<file path="config.mk">
export PLATFORM = sky130hd
export DESIGN_NAME = hub_prefetch_fifo
export DESIGN_NICKNAME = d
export VERILOG_FILES = /design/src/rtl/hub_prefetch_fifo.sv
export SDC_FILE = /design/constraint.sdc
export NUM_CORES = 1
export LEC_CHECK = 0
export CAP_MARGIN = 20
export CORE_ASPECT_RATIO = 1.25
export CORE_UTILIZATION = 59
export DETAILED_ROUTE_END_ITERATION = 10
export DONT_BUFFER_PORTS = 1
export PLACE_DENSITY = 0.75
export SLEW_MARGIN = 10
export SYNTH_ARGS = -nofsm -noshare
export SYNTH_HDL_FRONTEND = slang
export SYNTH_SLANG_ARGS = --single-unit
</file>
<file path="constraint.sdc">
create_clock -name clk -period 4.8 [get_ports clk]
set_input_delay 0.24 -clock clk [delete_from_list [all_inputs] [get_ports clk]]
set_output_delay 0.24 -clock clk [all_outputs]
set_load 0.01 [all_outputs]
</file>
<file path="src/rtl/hub_prefetch_fifo.sv">
module hub_prefetch_fifo #(
  parameter int SLICES = 16,
  parameter int AW     = 16,
  parameter int DW     = 32,
  parameter int LAT    = 6
) (
  input  logic                               clk,
  input  logic                               rst_n,
  input  logic                               restart,
  input  logic [AW-1:0]                      restart_addr,
  input  logic                               pop,
  output logic [DW-1:0]                      word_out,
  output logic                               word_valid,
  output logic [$clog2(SLICES+2*LAT)-1:0]    occupancy,
  output logic                               rd_req,
  output logic [AW-1:0]                      rd_addr,
  input  logic [DW-1:0]                      rd_data,
  output logic                               underflow_err,
  output logic                               overflow_err
);

  localparam int FULL  = SLICES + LAT;
  localparam int DEPTH = FULL + LAT - 1;
  localparam int CW    = $clog2(DEPTH + 1);
  localparam int PW    = $clog2(DEPTH);
  localparam int SW    = (SLICES > 1) ? $clog2(SLICES) : 1;

  logic          active;
  logic          aligned;
  logic [LAT-2:0] inflight;
  logic [CW-1:0] cnt;
  logic [PW-1:0] rptr, wptr;
  logic [DW-1:0] store [DEPTH];
  logic          do_pop, do_wr, ret;

  generate
    if (SLICES == 1) begin : g_single
      assign aligned = 1'b1;
    end else begin : g_rotate
      logic [SW-1:0] pos;
      always_ff @(posedge clk or negedge rst_n)
        if (!rst_n) pos <= '0;
        else        pos <= pos + 1'b1;
      assign aligned = (rd_addr[SW-1:0] == pos);
    end
  endgenerate

  assign rd_req = active && !restart && (cnt < CW'(FULL)) && aligned;
  assign ret    = inflight[LAT-2];
  assign do_pop = pop && !restart && (cnt != '0);
  assign do_wr  = ret && !restart && ((cnt != CW'(DEPTH)) || do_pop);

  function automatic logic [PW-1:0] bump(input logic [PW-1:0] p);
    return (p == PW'(DEPTH - 1)) ? '0 : p + 1'b1;
  endfunction

  always_ff @(posedge clk or negedge rst_n)
    if (!rst_n) begin
      active   <= 1'b0;
      rd_addr  <= '0;
      inflight <= '0;
    end else if (restart) begin
      active   <= 1'b1;
      rd_addr  <= restart_addr;
      inflight <= '0;
    end else begin
      rd_addr  <= rd_addr + AW'(rd_req);
      inflight <= {inflight[LAT-3:0], rd_req};
    end

  always_ff @(posedge clk or negedge rst_n)
    if (!rst_n) begin
      cnt  <= '0;
      rptr <= '0;
      wptr <= '0;
    end else if (restart) begin
      cnt  <= '0;
      rptr <= '0;
      wptr <= '0;
    end else begin
      if (do_wr)  wptr <= bump(wptr);
      if (do_pop) rptr <= bump(rptr);
      if (do_wr && !do_pop)      cnt <= cnt + 1'b1;
      else if (do_pop && !do_wr) cnt <= cnt - 1'b1;
    end

  always_ff @(posedge clk)
    if (do_wr) store[wptr] <= rd_data;

  always_ff @(posedge clk or negedge rst_n)
    if (!rst_n) begin
      underflow_err <= 1'b0;
      overflow_err  <= 1'b0;
    end else begin
      if (pop && !restart && cnt == '0) underflow_err <= 1'b1;
      if (ret && !restart && cnt == CW'(DEPTH) && !do_pop) overflow_err <= 1'b1;
    end

  assign word_out   = store[rptr];
  assign word_valid = (cnt != '0);
  assign occupancy  = cnt;

endmodule

</file>
Yosys cells after proc, flatten, opt, wreduce, memory -nomap -nowiden
Memory sizes are Yosys's and may differ from the RTL's.
Index checks and enable logic that the tools add are counted.
{"block": "totals", "ff_bits": 43, "word_cells": 56, "input_bits": 52, "output_inout_bits": 57, "memories": 1, "mem_bits_rw": 864}
{"block": "op_classes", "order_cmp": 1, "n_reduce_logical": 21, "n_mux": 13, "eq_ne": 5, "n_addsub": 6}
{"memory": "store", "depth": 27, "word_bits": 32, "rd": 1, "rd_ports_with_merged_regs": 0, "write_ports": 1, "line": "33", "source": "logic [DW-1:0] store [DEPTH];"}
{"cell": "2-to-1 mux 5 bit", "n": 10}
{"cell": "adder 16 x 1 -> 16 bit", "n": 1}
{"cell": "2-to-1 mux 16 bit", "n": 1}
{"cell": "adder 5 x 1 -> 5 bit (second input constant)", "n": 3}
{"cell": "== test 5 bit (second input constant)", "n": 3}
{"cell": "logical AND 1 bit", "n": 12}
{"cell": "logical NOT 5 bit", "n": 1}
{"cell": "less-than comparator 5 bit (second input constant)", "n": 1}
{"cell": "!= test 5 bit (second input constant)", "n": 1}
{"cell": "nonzero test 5 bit", "n": 1}
{"cell": "subtractor 5 x 1 -> 5 bit (second input constant)", "n": 1}
{"cell": "adder 4 x 1 -> 4 bit (second input constant)", "n": 1}
{"cell": "== test 4 bit", "n": 1}
{"cell": "nonzero test 2 bit", "n": 2}
{"cell": "logical NOT 1 bit", "n": 3}
{"cell": "nonzero test 3 bit", "n": 1}
{"cell": "2-to-1 mux 1 bit", "n": 2}
{"cell": "logical OR 1 bit", "n": 1}

Depth between registers and ports, before layout
Gate-level depths: netlist (run 1).
{"block": "logic_depth", "ltp_word": 10, "depth_mapped": 11, "depth_no_buf": 10}

Worst setup path after synthesis (run 1)
Ideal clock, no wire load.
{"block": "synth_path", "path_type": "register to register", "startpoint": "register cnt[1] (netlist: occupancy[1])", "endpoint": "memory store[22][0] (enable)", "required_ns": 4.379, "path_stages_with_launch": 7, "path_slack_ns": 1.503, "t_arrival_ns": 2.876, "synth_period_minus_slack_ns": 3.297, "path_buffers": 1, "setup_ns": 0.421, "cell_sequence": "dfrtp_1 and4b_2 a21oi_1 and2_1 clkbuf_1 nand2_1 nor2_1"}
{"block": "synth_via", "elab_chain_cells": 6, "word_cells_on_any_way": 7, "classes_between": "1 x eq/ne; 2 x mux; 4 x reduce/logical"}
{"element": "start, declared", "line": "31", "source": "logic [CW-1:0] cnt;"}
{"element": "start signal, assigned", "line": "83", "source": "if (do_wr && !do_pop) cnt <= cnt + 1'b1;"}
{"element": "start signal, assigned", "line": "84", "source": "else if (do_pop && !do_wr) cnt <= cnt - 1'b1;"}
{"element": "nonzero test 5 bit", "line": "50", "source": "assign do_pop = pop && !restart && (cnt != '0);"}
{"element": "logical AND 1 bit", "line": "50"}
{"element": "logical OR 1 bit (*)", "line": "51", "source": "assign do_wr = ret && !restart && ((cnt != CW'(DEPTH)) || do_pop);"}
{"element": "logical AND 1 bit (*)", "line": "51"}
{"element": "2-to-1 mux 1 bit (*)", "line": "88", "source": "if (do_wr) store[wptr] <= rd_data;"}
{"element": "2-to-1 mux 1 bit (not written as such) (*)", "line": "88"}
{"element": "end, declared", "line": "33"}
Every way passes the cells marked *; elsewhere a longest branch is shown, timed or not.

Worst setup path after layout (run 1)
{"block": "layout_path", "startpoint": "register rptr[2]", "endpoint": "output word_out[5]"}
{"block": "layout_via", "elab_chain_cells": 1}
{"element": "start, declared", "line": "32", "source": "logic [PW-1:0] rptr, wptr;"}
{"element": "start signal, assigned", "line": "82", "source": "if (do_pop) rptr <= bump(rptr);"}
{"element": "memory (27 x 32 bit)"}
{"element": "end, declared", "line": "12", "source": "output logic [DW-1:0] word_out,"}
No other way between the ends.

==> key figures, run 1 <==
Timing
  – Fin. Hold Viols: 0
  – Max Freq: 239.9 MHz
  – Slew HR: 24.41%
  – Setup TNS: 0 ps
  – Final max-slew violation count: 0
  – Worst-Margin Slew: 1131 ps
  – Crit path time final: 4168 ps
  – Final period util: 86.84%
  – Final setup fails: 0
  – Unrepaired setup endpoints after global routing: false
  – Setup Skew: 12.66 ps

Clocking
  – Hold buffer count at cts: 61
  – CTS root buf: clkbuf_16
  – Num Clock Sinks: 907
  – Htree depth: 3
  – Worst-Skew Late Latency: 640 ps
  – Buffers inserted during post-CTS setup optimization: 0
  – Number of buffers created by CTS: 85
  – Clock-pin slew on the worst setup and hold paths: 60 ps
  – Resize count post-CTS: 0
  – CTS tree: yes
  – Longest Clk Path Bufs: 3

Critical path
  – CP delay by family, top: buffers and inverters
  – CP startpoint kind: flop
  – CP Data Required Time: 4560 ps
  – CP Class: reg2out
  – Crit. End Element: output pin
  – Worst EP arrival: 3930 ps
  – CP max-delay cell: inv_4
  – Cell chain of the critical path: inv_4, buf_4, nor2_1, nor2_1, o21ai_0, a221oi_1
  – CP dominant cell by count: nor2_1
  – Number of buffers and inverters on the critical path: 2
  – CP Max Fanout: 58
  – Critical Path Max Stage Delay: 800 ps

Route
  – # DRC: 0
  – Routed Antenna Nets: 0
  – Vias: 17.57k
  – Routed wire length: 80570 um
  – Drt initial violations: 1779
  – Avg Vias per Cell: 6.511
  – Routed WL per cell: 29.86 um
  – Detailed Routing Iterations Pass 1: 5

Yosys
  – Top cell type's share of synthesized area: 73.11%
  – #FFs+latches synth: 907
  – Syn avg cell area: 20.07 sq um
  – Cell count after synthesis: 1768
  – Seq/Total Area, Yosys: 76.14%
  – Synth top area cells: edfxtp_1, mux4_2, dfrtp_1
  – Commonest cells in the netlist: edfxtp_1, mux4_2, nor2_1
  – Post-synth EDFFs: 864
  – Mapped Area: 35490 sq um
  – Most common cell in the netlist: edfxtp_1
  – Post-synth ARST share: 4.741%
  – Synth warn: 0
  – Synth cell types: 55
  – Syn_nets: 1834
  – Top FF cell, synth: edfxtp_1
  – Largest area contributor in the netlist: edfxtp_1

Layout
  – Layout cells sized above 1: 22.20%
  – Final nets: 1930
  – P&R area growth vs syn: 13.77%

Floorplan
  – Die width: 221.4 um
  – I/O Pins: 109
  – Initial Util: 59.59%
  – Rows: 100
  – Die Height: 276.2 um
  – Area of the die: 61140 sq um
  – Core Area: 59560 sq um

Global routing
  – GRT Total Usage: 26.89%
  – Pin count of the biggest net entering global routing: 60
  – Antenna violations before repair: 1
  – GR Overflow Total: 0
  – First-pass GRT wire length: 119000 um
  – Vias in the first global route: 18.47k

Power
  – IR drop worst, VDD: 0.3263 mV
  – Total power draw: 18.06 mW
  – Register share of total power: 49.2%
  – Switching power: 4.367 mW
  – Combinational share of power: 13.8%
  – P per Cell Area: 447.4 nW/um^2
  – Clock power share: 37.1%
  – Switching share of power: 24.18%
  – Internal: 13.70 mW
  – Pleak: 12.77 nW

Hold path
  – Tightest Hold Check Type: in2reg

Job
  – Max cap viols: 0

Placement
  – DP Wirelength: 47530 um
  – IO Port Bufs: 0
  – Final Wtd Congestion: 0.8901

Status
  – Status: completed
[flip-flops by register name (all words and copies together) (netlist names)]
name / count
g_rotate.pos: 4
rptr: 5
underflow_err: 1
store: 864
wptr: 5
rd_addr: 16
active: 1
overflow_err: 1
inflight: 5
occupancy: 5
[layer usage]
metal | track usage [%] | vias up | routed length (um)
met5 | 0 | - | 0
met4 | 13.05 | 0 | 3849
met3 | 3.953 | 185 | 5025
met2 | 47.88 | 788 | 43540
met1 | 32.23 | 9195 | 28150
li1 | - | 7400 | -
[area by class of cell]
class / instances / area [sq um]
Inverter: 11 / 43.79
Clock inverter: 50 / 496.7
Tap cell: 765 / 957.2
Timing Repair Buffer: 110 / 1429
Multi-Input combinational cell: 749 / 8147
Fill cell: 3567 / 19180
Sequential cell: 907 / 27030
Clock buffer: 105 / 2266
Antenna cell: 1 / 2.502
[layout by cell type (no fill, tap or decap), drive strengths merged, types with 13 or more instances in the layout]
cell type and n:
clkbuf 105, a211oi 22, nand3b 13, o211ai 33, and2 24, edfxtp 864
mux4 192, nand2 93, a221oi 23, inv 16, dlygate4sd3 52, mux2i 74
buf 58, o21ai 45, ha 13, xnor2 15, nor2 103, dfrtp 43
clkinv 32
[logic make-up after synthesis]
logic type	count (synthesis)	share of synthesized area, %
flip-flops	907	76.14
AO/OA/AOI/OAI	166	3.328
XOR/XNOR	24	0.5923
buffers and inverters	112	1.488
adder cells (fa/ha/maj)	14	0.5148
AND/OR/NAND/NOR	276	3.557
multiplexers	269	14.38
[tightest hold or removal path, stage by stage]
cell      delay [ps]
o211ai_1         150
nor3_1            80
a21oi_1          100
o21ai_0           90
[path summary, 6_finish.rpt]
| check | startpoint | end | slack (ps) | cells past startpoint |
|---|---|---|---|---|
| hold / removal | pop | rptr[3] | 70 | 4 |
| setup / recovery | rptr[2] | word_out[5] | 630 | 6 |
| setup reg to reg | occupancy[2] | store[12][1] | 1370 | 5 |
| hold reg to reg | inflight[1] | inflight[2] | 480 | 1 |
| min in group asynchronous | rst_n | rd_addr[0] | 110 | 2 |
| max in group asynchronous | rst_n | rptr[0] | 4470 | 2 |
[through the flow]
step | setup WS [ps] | cell area, sq um | hold WS [ps] | util, % | std cells
final | 631.6 | 40380 | 72.66 | 67.79 | 2698
after global routing | 590.8 | 40380 | 88.37 | 67.79 | 2698
after CTS | 708.6 | 39890 | 45.16 | 66.97 | 2671
after detailed placement | 1376 | 36420 | -54.63 | 61.15 | 2455
after global placement | 1413 | 36420 | -54.79 | 61.15 | 2455
after floorplan | 1503 | 35490 | -55.59 | - | 1768
[power by group through the flow]
stage                     Sequential, mW  Clock, mW  Combinational [mW]
after detailed placement            9.05          0                2.30
after global placement              9.05          0                2.28
after CTS                           8.88       6.76                2.51
after global routing                8.89       7.03                2.64
after floorplan                     8.93          0                1.81
final                               8.88       6.70                2.49
No activity file was read; power rests on OpenSTA's default activity.
==> run 2, diff against run 1 <==
ABC_AREA = 1   (was unset)
CORE_ASPECT_RATIO = 0.7   (was 1.25)
==> run 2 against run 1 <==
Compared with the run above:
- clock power grew 2%
- non-clock buffer count grew 10
- sequential power shrank 1%
- utilization grew 0.13 points
- register-to-register slack gained 90 ps
- count of clock-buffer cells in the layout shrank 1
- clock skew grew 19 ps
- setup slack gained 560 ps
- synthesized cell count grew 88%
- power grew 3.2%
- critical endpoint is now word_out[28]
- largest cell class unchanged
- highest routed layer is now met5
==> key figures, run 2 <==
Clocking
  – Worst-Skew Late Latency: 650 ps
  – Longest Clk Path Bufs: 3
  – Htree depth: 3
  – Buffers inserted during post-CTS setup optimization: 0
  – Clock-pin slew on the worst setup and hold paths: 60 ps
  – Num Clock Sinks: 907
  – CTS root buf: clkbuf_16
  – Number of buffers created by CTS: 84
  – CTS tree: yes

Timing
  – Slew HR: 17.73%
  – Post-route setup slack: 1192 ps
  – Fin. Hold Viols: 0
  – Worst-Margin Slew: 1234 ps
  – Unrepaired setup endpoints after global routing: false
  – Setup Skew: 31.37 ps
  – Final period util: 75.17%
  – Setup TNS: 0 ps
  – Final max-slew violation count: 0
  – Final setup fails: 0
  – Crit path time final: 3608 ps
  – Max Freq: 277.2 MHz

Placement
  – IO Port Bufs: 0
  – Placed inst area: 38190 sq um
  – DP Wirelength: 52950 um
  – Dpl ws: 1425 ps
  – Final Wtd Congestion: 0.9480
  – Placed insts: 3992

Yosys
  – Top FF cell, synth: edfxtp_1
  – Most common cell in the netlist: nand2_1
  – Syn_nets: 3388
  – Post-synth ARST share: 4.741%
  – Syn avg cell area: 11.31 sq um
  – Post-synth EDFFs: 864
  – Seq/Total Area, Yosys: 71.90%
  – Commonest cells in the netlist: nand2_1, edfxtp_1, nand3_1
  – Cell count after synthesis: 3322
  – Synth top area cells: edfxtp_1, nand2_1, nand3_1
  – Synth cell types: 29
  – Top cell type's share of synthesized area: 69.04%
  – Synth warn: 0
  – Mapped Area: 37580 sq um
  – Largest area contributor in the netlist: edfxtp_1
  – #FFs+latches synth: 907

Floorplan
  – Rows: 76
  – Die width: 303.7 um
  – Core Area: 62190 sq um
  – Die Height: 213.2 um
  – Initial Util: 60.43%
  – I/O Pins: 109
  – Area of the die: 64720 sq um

Critical path
  – R2r setup slk: 1460 ps
  – CP Class: reg2out
  – Worst EP arrival: 3370 ps
  – CP Data Required Time: 4560 ps
  – CP max-delay cell: dfrtp_4
  – Critical Path Max Stage Delay: 630 ps
  – CP Max Fanout: 127
  – Cell chain of the critical path: inv_8, buf_4, nor2_1, o21ai_0, nand3_1, nand2_1, nand3_1, nand2_1, inv_1
  – CP startpoint kind: flop
  – Crit. End Element: output pin

Layout
  – Fin area: 42240 sq um
  – Largest register FFs: 864
  – Final nets: 3412
  – Largest registers: store x864, rd_addr x16
  – Fillcell total: 4313
  – Register bank with the most flops: store
  – Most common cell after layout, fill and taps aside: nand2_1
  – Most frequent cells in the layout: nand2_1, edfxtp_1, nand3_1
  – P&R area growth vs syn: 12.41%
  – FF+latch area: 27030 sq um
  – Final non-filler cell total: 4237
  – Layout cells sized above 1: 7.379%
  – Multi-input logic area: 9265 sq um

Global routing
  – First-pass GRT wire length: 144200 um
  – GRT Total Usage: 29.64%
  – Vias in the first global route: 24.50k
  – GR Overflow Total: 0
  – Pin count of the biggest net entering global routing: 251
  – Antenna violations before repair: 3

Route
  – Routed Antenna Nets: 0
  – Avg Vias per Cell: 5.984
  – # DRC: 0
  – Drt initial violations: 3402
  – Routed WL per cell: 22.68 um
  – Vias: 25.35k
  – Routed wire length: 96090 um
  – Detailed Routing Iterations Pass 1: 6

Power
  – Total power draw: 18.64 mW
  – IR drop worst, VDD: 0.4612 mV
  – Pleak: 16.02 nW
  – P per Cell Area: 441.3 nW/um^2

Job
  – Max cap viols: 0

Hold path
  – Tightest Hold Check Type: in2async

Status
  – Status: completed
run 2: changes by cell type in the layout (fill, tap and decap cells not counted), sizes merged, moves of 22 or more:
cell and change:
a211oi -22, nor2 +135, mux2i -74, and2 -24
nand3 +396, inv +125, mux4 -192, a221oi -23
o211ai +27, nand2 +1110, a21oi +27, o21ai +32
run 2: path summary, 6_finish.rpt:
| path | from | end | cells past startpoint |
|---|---|---|---|
| min in group clk | restart_addr[11] | rd_addr[11] | 3 |
| worst min register to register | inflight[1] | inflight[2] | 2 |
| worst max-delay path | rptr[1] | word_out[28] | 9 |
| worst max register to register | occupancy[0] | store[8][25] | 8 |
| worst min-delay path | rst_n | rd_addr[11] | 2 |
| max in group asynchronous | rst_n | rptr[0] | 2 |
run 2: cell type report:
cell class	instances	area share [%]
multi-input combinational	2094	21.93
sequential	907	63.99
antenna	3	0.01777
clock inverter	51	1.188
inverter	139	1.271
clock buffer	104	5.456
tap	819	2.426
timing repair buffer	120	3.714
run 2: through the flow:
| stage | hold WS (ps) | util (%) |
|---|---|---|
| after floorplan | -55.59 | - |
| after global placement | -54.86 | 61.42 |
| after detailed placement | -54.76 | 61.42 |
| after CTS | 64.57 | 67.44 |
| after global routing | 102.7 | 67.91 |
| final | 75.35 | 67.92 |
run 2: kinds of logic (layout without fill, tap and decap cells):
family,Yosys count,in the layout,synth area share [%]
flip-flops,907,907,71.90
XOR/XNOR,18,18,0.4195
AO/OA/AOI/OAI,182,182,2.867
other,0,3,0
buffers and inverters,321,414,4.002
AND/OR/NAND/NOR,1880,1880,20.32
adder cells (fa/ha/maj),14,14,0.4861
run 2: power breakdown:
group / switching, mW / leakage [nW] / internal [mW]
combinational: 2.20 / 6.33 / 0.823
sequential: 0.0803 / 8.30 / 8.69
clock: 2.94 / 1.38 / 3.91
run 2: per-layer routing:
metal	part of all wire, %	vias to the layer above	global-route usage, %
met4	2.6	2	9.890
met3	10	178	5.519
met1	40	12320	41.73
met2	47	1457	47.16
met5	0.014	-	0
li1	-	11400	-
run 2: timing repair:
item                                   4_1_cts  5_1_grt
endpoints found under the hold margin      935        0
gates resized for setup                      0        0
hold buffers                                72        0
run 2: critical path: cells and delay by family, from the launching register on:
| family | cells | cell delay, ps |
|---|---|---|
| AO/OA/AOI/OAI | 1 | 90 |
| buffers and inverters | 3 | 1080 |
| AND/OR/NAND/NOR | 5 | 670 |
| flip-flops | 1 | 630 |
